`config.mk`:
```
export PLATFORM = sky130hd
export DESIGN_NAME = evt_irq_ctrl
export DESIGN_NICKNAME = d
export VERILOG_FILES = /design/src/rtl/evt_irq_pkg.sv /design/src/rtl/evt_status_bank.sv /design/src/rtl/evt_enable_bank.sv /design/src/rtl/evt_irq_merge.sv /design/src/rtl/evt_irq_ctrl.sv
export SDC_FILE = /design/constraint.sdc
export NUM_CORES = 1
export LEC_CHECK = 0
export CAP_MARGIN = 20
export CORE_MARGIN = 4
export CORE_UTILIZATION = 36
export CTS_BUF_LIST = sky130_fd_sc_hd__clkbuf_8
export DETAILED_ROUTE_END_ITERATION = 6
export GPL_TIMING_DRIVEN = 0
export PLACE_DENSITY_LB_ADDON = 0.25
export SLEW_MARGIN = 10
export SYNTH_ARGS = -nofsm -noshare
export SYNTH_HDL_FRONTEND = slang
export SYNTH_SLANG_ARGS = --single-unit
```
`constraint.sdc`:
```
create_clock -name clk -period 1.4 [get_ports clk]
set_clock_uncertainty 0.2 [all_clocks]
set_input_delay 0.28 -clock clk [delete_from_list [all_inputs] [get_ports clk]]
set_output_delay 0.28 -clock clk [all_outputs]
set_load 0.01 [all_outputs]
```
`src/rtl/evt_irq_pkg.sv`:
```
package evt_irq_pkg;
    localparam int NUM_SRC = 5;
    localparam int BYTE_W  = 8;
    localparam int PAD_W   = BYTE_W - NUM_SRC;

    typedef logic [NUM_SRC-1:0] src_vec_t;
endpackage

```
`src/rtl/evt_status_bank.sv`:
```
module evt_status_bank
    import evt_irq_pkg::*;
(
    input  logic     clk,
    input  logic     rst_n,
    input  src_vec_t set_i,
    input  logic     clr_we_i,
    input  src_vec_t clr_mask_i,
    output src_vec_t stat_o
);
    typedef struct packed {
        src_vec_t stat;
    } state_t;

    state_t st_d, st_q;

    always_comb begin
        st_d = st_q;
        for (int i = 0; i < NUM_SRC; i++) begin
            // a new event outranks a clear of the same bit
            if (set_i[i])
                st_d.stat[i] = 1'b1;
            else if (clr_we_i && clr_mask_i[i])
                st_d.stat[i] = 1'b0;
        end
    end

    always_ff @(posedge clk) begin
        if (!rst_n) st_q <= '0;
        else        st_q <= st_d;
    end

    assign stat_o = st_q.stat;
endmodule

```
`src/rtl/evt_enable_bank.sv`:
```
module evt_enable_bank
    import evt_irq_pkg::*;
(
    input  logic     clk,
    input  logic     rst_n,
    input  logic     we_i,
    input  src_vec_t wdata_i,
    output src_vec_t ena_o
);
    typedef struct packed {
        src_vec_t ena;
    } state_t;

    state_t st_d, st_q;

    always_comb begin
        st_d = st_q;
        if (we_i) st_d.ena = wdata_i;
    end

    always_ff @(posedge clk) begin
        if (!rst_n) st_q <= '0;
        else        st_q <= st_d;
    end

    assign ena_o = st_q.ena;
endmodule

```
`src/rtl/evt_irq_merge.sv`:
```
module evt_irq_merge
    import evt_irq_pkg::*;
(
    input  logic     clk,
    input  logic     rst_n,
    input  src_vec_t stat_i,
    input  src_vec_t ena_i,
    output logic     irq_o
);
    typedef struct packed {
        logic irq;
    } state_t;

    state_t st_d, st_q;

    always_comb begin
        st_d     = st_q;
        st_d.irq = |(stat_i & ena_i);
    end

    always_ff @(posedge clk) begin
        if (!rst_n) st_q <= '0;
        else        st_q <= st_d;
    end

    assign irq_o = st_q.irq;
endmodule

```
`src/rtl/evt_irq_ctrl.sv`:
```
module evt_irq_ctrl
    import evt_irq_pkg::*;
#(
    parameter int              ADDR_W    = 5,
    parameter logic [ADDR_W-1:0] STAT_ADDR = 5'h0C
) (
    input  logic              clk,
    input  logic              rst_n,
    input  logic              reg_wr,
    input  logic [ADDR_W-1:0] reg_addr,
    input  logic [BYTE_W-1:0] reg_wdata,
    output logic [BYTE_W-1:0] reg_rdata,
    input  logic [NUM_SRC-1:0] evt_pulse,
    output logic              irq
);
    localparam logic [ADDR_W-1:0] ENA_ADDR = STAT_ADDR + 1'b1;

    logic     hit_stat, hit_ena;
    src_vec_t stat_bits, ena_bits, wr_src;

    assign hit_stat = (reg_addr == STAT_ADDR);
    assign hit_ena  = (reg_addr == ENA_ADDR);
    assign wr_src   = reg_wdata[BYTE_W-1:PAD_W];

    evt_status_bank u_stat (
        .clk        (clk),
        .rst_n      (rst_n),
        .set_i      (evt_pulse),
        .clr_we_i   (reg_wr && hit_stat),
        .clr_mask_i (wr_src),
        .stat_o     (stat_bits)
    );

    evt_enable_bank u_ena (
        .clk     (clk),
        .rst_n   (rst_n),
        .we_i    (reg_wr && hit_ena),
        .wdata_i (wr_src),
        .ena_o   (ena_bits)
    );

    evt_irq_merge u_irq (
        .clk    (clk),
        .rst_n  (rst_n),
        .stat_i (stat_bits),
        .ena_i  (ena_bits),
        .irq_o  (irq)
    );

    always_comb begin
        reg_rdata = '0;
        if (hit_stat)     reg_rdata = {stat_bits, {PAD_W{1'b1}}};
        else if (hit_ena) reg_rdata = {ena_bits, {PAD_W{1'b1}}};
    end
endmodule

```
==> impl_metrics.yaml, run 1 <==
yosys:
  yosysTopAreaCell: "dfxtp_1"
  ys_async_sr_fraction_pct: 0
  netlist_area_um2: 588
  synthMostInstantiatedCell: "dfxtp_1"
  ys_ff_latch: 11
  synth.area.top_cells: "dfxtp_1, mux2i_1, nand2_1, a31oi_1, o21ai_0"
  seq_area_frac_synth_pct: 37.4
  synth_warnings: 0
  synth_edf_count: 0
  synth_fp_nets: 86
  synth_common_cells: "dfxtp_1, mux2i_1, nand2_1"
  avgSynthCellArea_um2: 9.05
  ys_types: 19
  synth_top_cell_area_share_pct: 37.4
  syn_inst: 65
  ys.flop_type: "dfxtp_1"
cts:
  h-tree-depth: 1
  clkSinkCount: 11
  cts.clk_slew.worst_paths_ps: 50
  clock_path_buffers: 2
  clkLatencyLatePin_ps: 240
  postCtsHoldBufs: 0
  cts_tree: "yes"
  cts_buffers: 3
  clock-root-buffer: "clkbuf_8"
sta:
  hold_slack_ps: 237
  final-max-slew-violation-count: 0
  setup_viol: 8
  worst_pin_slew_ps: 259
  layout_setup_ws_ps: -114
  max_slew_margin_pct: 82.7
  fmax_mhz: 661
  finalSetupTns_ps: -777
  min_period_ps: 1510
  rsz0062_at_grt: "true"
  hold_viol: 0
  period_share_pct: 108
place:
  dp_cells: 106
  port-buffer-count: 25
  dp_hpwl_um: 1120
  gp_congestion: 0.733
pwr:
  power.density_nw_per_um2: 825
  total_power_uw: 761
  leakage_nw: 0.432
  vdd_ir_drop_max_uv: 676
detailed_routing:
  routedWlPerCell_um: 13.2
  drt_iter0_drc: 9
  drc: 0
  routed_wl_um: 1490
  drt_first_pass_iters: 4
  route.vias.total: 580
  avgViaCountPerCell: 5.13
  antenna_left: 0
status:
  violations: "negative setup slack"
  status: "finished, violations left"
die:
  fp.coreArea_um2: 1520
  ios: 30
  fp-row-count: 14
  initial_utilization_pct: 38.6
  die-area_um2: 2340
  die_w_um: 48.4
  die_h_um: 48.4
global_routing:
  grt_pass1_vias: 563
  grt_overflow: 0
  grt_max_degree: 11
  antenna_found_initial: 0
  grt_pass1_wl_um: 2350
  track_usage_pct: 12.6
critical_path:
  worstSetupStartpointType: "input port"
  cp.required_ps: 920
  arrival_ps: 1030
  path_max_fanout: 6
  end_kind: "primary output"
  crit_type: "in2out"
finish:
  nNetsFinal: 119
  regArea_um2: 220
  diodes: 0
  multi_input_comb_area_um2: 318
  post-route-util_pct: 60.5
  final_cells: 113
  fillers: 142
  syn_to_final_growth_pct: 56.8
  drive_gt1_share_pct: 32.0
worst_hold_path:
  hold_path.class: "in2reg"
run:
  max_cap_viol_count: 0
==> timing repair <==
item,4_1_cts,5_1_grt
resized for setup,54,5
setup endpoints to repair,19,14
pin swaps,8,4
buffers inserted,3,1
==> metrics by stage <==
step                      worst slack, ps  instance area [um2]
after floorplan                     -79.1                  589
final                                -114                  922
after CTS                            -133                  911
after detailed placement            -1080                  860
after global routing                 -155                  922
after global placement              -1050                  860
==> routing by layer <==
metal  wire (um)  up-vias  share of wire (%)  GRT usage [%]
met5           0        -                  0              0
met4          26        0                1.7           8.29
met3         129        4                8.7           3.99
met2         717       23                 48           21.1
met1         613      268                 41           13.4
li1            -      285                  -              -
==> flip-flops by register name, summed over array words and instances (netlist names) <==
signal	count
u_ena.ena_o	5
u_irq.irq_o	1
u_stat.stat_o	5
==> report_power, final <==
group          switching [mW]  total [mW]  internal [mW]
clock                   0.114       0.306          0.192
combinational          0.0488       0.120         0.0717
sequential            0.00881       0.335          0.326
==> path summary, 6_finish.rpt <==
check,slack (ps),from,end,cells after the start
setup / recovery,-110,reg_addr[4],reg_rdata[1],6
setup reg to reg,310,u_ena.ena_o[3],u_irq.irq_o,2
hold / removal,240,rst_n,u_stat.stat_o[1],3
hold reg to reg,270,u_ena.ena_o[2],u_ena.ena_o[2],2
==> cells in the final DEF, fill, tap and decap left out, types with 2 or more instances in the layout <==
| cell type | instances |
|---|---|
| clkdlybuf4s50_1 | 11 |
| dfxtp_1 | 11 |
| mux2i_1 | 10 |
| nand2_1 | 10 |
| buf_2 | 9 |
| buf_6 | 6 |
| inv_1 | 6 |
| o21ai_0 | 5 |
| a31oi_1 | 5 |
| nor2_1 | 3 |
| clkbuf_8 | 3 |
| buf_4 | 3 |
| nor2_2 | 2 |
==> final cells by class <==
type                    count  share of cell area (%)
multi-input cells          43                    34.5
repair buffers             29                    27.4
flip-flops and latches     11                    23.9
clock buffers               3                    4.48
plain buffers               4                    4.48
inverters                   6                    2.71
well taps                  16                    2.17
clock inverters             1                   0.407
==> cell families (layout without fill, tap and decap cells) <==
family	Yosys count	after routing	synth area share, %
mux	10	10	17.0
buf+inv	11	43	9.78
compound gates	13	13	13.8
simple gates	20	20	21.9
flops	11	11	37.4
==> critical path: stages <==
cell      delay [ps]
buf_6             90
nand3b_4         140
or2_4            280
inv_4             70
buf_6             80
buf_6             80
No activity file was read; power rests on OpenSTA's default activity.
==> run 2, diff against run 1 <==
--- a/config.mk
+++ b/config.mk
@@ -9,6 +9,7 @@
 export CORE_MARGIN = 4
 export CORE_UTILIZATION = 36
 export CTS_BUF_LIST = sky130_fd_sc_hd__clkbuf_8
+export CTS_CLUSTER_DIAMETER = 30
 export DETAILED_ROUTE_END_ITERATION = 6
 export GPL_TIMING_DRIVEN = 0
 export PLACE_DENSITY_LB_ADDON = 0.25
==> results of run 2 <==
No change in the layout: final DEF, timing and power equal those of run 1.
==> run 3, diff against run 2 <==
--- a/config.mk
+++ b/config.mk
@@ -5,15 +5,15 @@
 export SDC_FILE = /design/constraint.sdc
 export NUM_CORES = 1
 export LEC_CHECK = 0
-export CAP_MARGIN = 20
+export CAP_MARGIN = 5
 export CORE_MARGIN = 4
 export CORE_UTILIZATION = 36
 export CTS_BUF_LIST = sky130_fd_sc_hd__clkbuf_8
 export CTS_CLUSTER_DIAMETER = 30
 export DETAILED_ROUTE_END_ITERATION = 6
-export GPL_TIMING_DRIVEN = 0
 export PLACE_DENSITY_LB_ADDON = 0.25
 export SLEW_MARGIN = 10
 export SYNTH_ARGS = -nofsm -noshare
 export SYNTH_HDL_FRONTEND = slang
 export SYNTH_SLANG_ARGS = --single-unit
+export TNS_END_PERCENT = 5
==> run 3 against run 2 <==
  * Worst hold slack better by 140 ps
  * The run still ends with negative setup slack left
  * Critical path depth is 1 lower
  * Sequential power barely moved
  * Sequential share of layout area down 2.2 points
  * Critical endpoint is now reg_rdata[3]
  * Critical path type unchanged
==> impl_metrics.yaml, run 3 (synthesis results as in run 1) <==
status:
  violations: "negative setup slack"
  status: "finished, violations left"
detailed_routing:
  routedWlPerCell_um: 12.8
  drc: 0
  antenna_left: 0
  routed_wl_um: 1590
  drt_first_pass_iters: 4
  avgViaCountPerCell: 4.84
  route.vias.total: 600
  drt_iter0_drc: 22
pwr:
  vdd_ir_drop_max_uv: 692
  power.density_nw_per_um2: 787
  leakage_nw: 0.490
  total_power_uw: 797
cts:
  cts_buffers: 3
  clkLatencyLatePin_ps: 240
  cts_tree: "yes"
  clock-root-buffer: "clkbuf_8"
  clock_path_buffers: 2
  clkSinkCount: 11
  cts.clk_slew.worst_paths_ps: 50
  h-tree-depth: 1
sta:
  rsz0062_at_grt: "true"
  period_share_pct: 108
  fmax_mhz: 662
  hold_viol: 0
  setup_viol: 8
  layout_setup_ws_ps: -112
  min_period_ps: 1510
  final-max-slew-violation-count: 0
  worst_pin_slew_ps: 255
  max_slew_margin_pct: 83.0
die:
  initial_utilization_pct: 38.6
  fp-row-count: 14
  die-area_um2: 2340
  ios: 30
  die_w_um: 48.4
  fp.coreArea_um2: 1520
  die_h_um: 48.4
finish:
  syn_to_final_growth_pct: 72.3
  drive_gt1_share_pct: 40.7
  final_cell_mix: "buf_4, clkdlybuf4s50_1, dfxtp_1"
  nNetsFinal: 130
  fillers: 132
  layout_commonest_cell: "buf_4"
  final_cells: 124
  diodes: 0
  post-route-util_pct: 66.5
place:
  dp_hpwl_um: 1130
  gp_congestion: 0.719
  port-buffer-count: 26
  dp_cells: 120
run:
  max_cap_viol_count: 0
critical_path:
  path_max_fanout: 6
  crit_type: "in2out"
  worstSetupStartpointType: "input port"
  end_kind: "primary output"
  arrival_ps: 1030
  cp.required_ps: 920
global_routing:
  grt_max_degree: 17
  grt_pass1_vias: 587
  track_usage_pct: 14.4
  grt_pass1_wl_um: 2660
  antenna_found_initial: 0
  grt_overflow: 0
worst_hold_path:
  hold_path.class: "reg2reg"
## run 3: timing repair
action / CTS / global route
resized for setup: 55 / 9
pin swaps: 6 / 2
hold buffers: 0 / 0
setup endpoints to repair: 19 / 11
buffers inserted: 0 / 0
## run 3: worst max-delay path, cell delays in order
cell and delay (ps):
buf_6 90, nand3b_4 140, or2_4 290, nor2_1 100
buf_2 140
## run 3: where the power goes
part	internal, mW	leakage (nW)	switching (mW)
clock	0.193	0.0269	0.124
combinational	0.0908	0.373	0.0577
sequential	0.325	0.0903	0.00670
## run 3: per-layer routing
layer | share of wire, % | up-vias | global-route usage, %
met5 | 0 | - | 0
met1 | 47 | 262 | 16.2
li1 | - | 309 | -
met4 | 0.75 | 0 | 5.53
met2 | 44 | 27 | 24.8
met3 | 8.0 | 2 | 4.60
## run 3: worst paths after layout
check	endpoint	slack, ps	start	cells past startpoint
max	reg_rdata[3]	-110	reg_addr[4]	5
min	u_ena.ena_o[3]	380	u_ena.ena_o[3]	3
max reg2reg	u_irq.irq_o	200	u_ena.ena_o[3]	3
min reg2reg	u_ena.ena_o[3]	380	u_ena.ena_o[3]	3
## run 3: area by class of cell
| type | instances | area (um2) | area share (%) |
|---|---|---|---|
| inverter | 6 | 22.5 | 2.22 |
| multi-input combinational | 43 | 338 | 33.3 |
| clock inverter | 1 | 3.75 | 0.370 |
| sequential | 11 | 220 | 21.7 |
| timing repair buffer | 44 | 368 | 36.3 |
| tap | 16 | 20.0 | 1.98 |
| clock buffer | 3 | 41.3 | 4.07 |
## run 3: per-stage QoR
stage / hold WS [ps] / setup slack, ps / instance area (um2) / setup TNS [ps]
after floorplan: 180 / -79.1 / 589 / -476
after detailed placement: 371 / -954 / 981 / -11560
after CTS: 377 / -111 / 993 / -754
after global routing: 393 / -162 / 1010 / -1010
final: 377 / -112 / 1010 / -732
after global placement: 366 / -936 / 981 / -11160
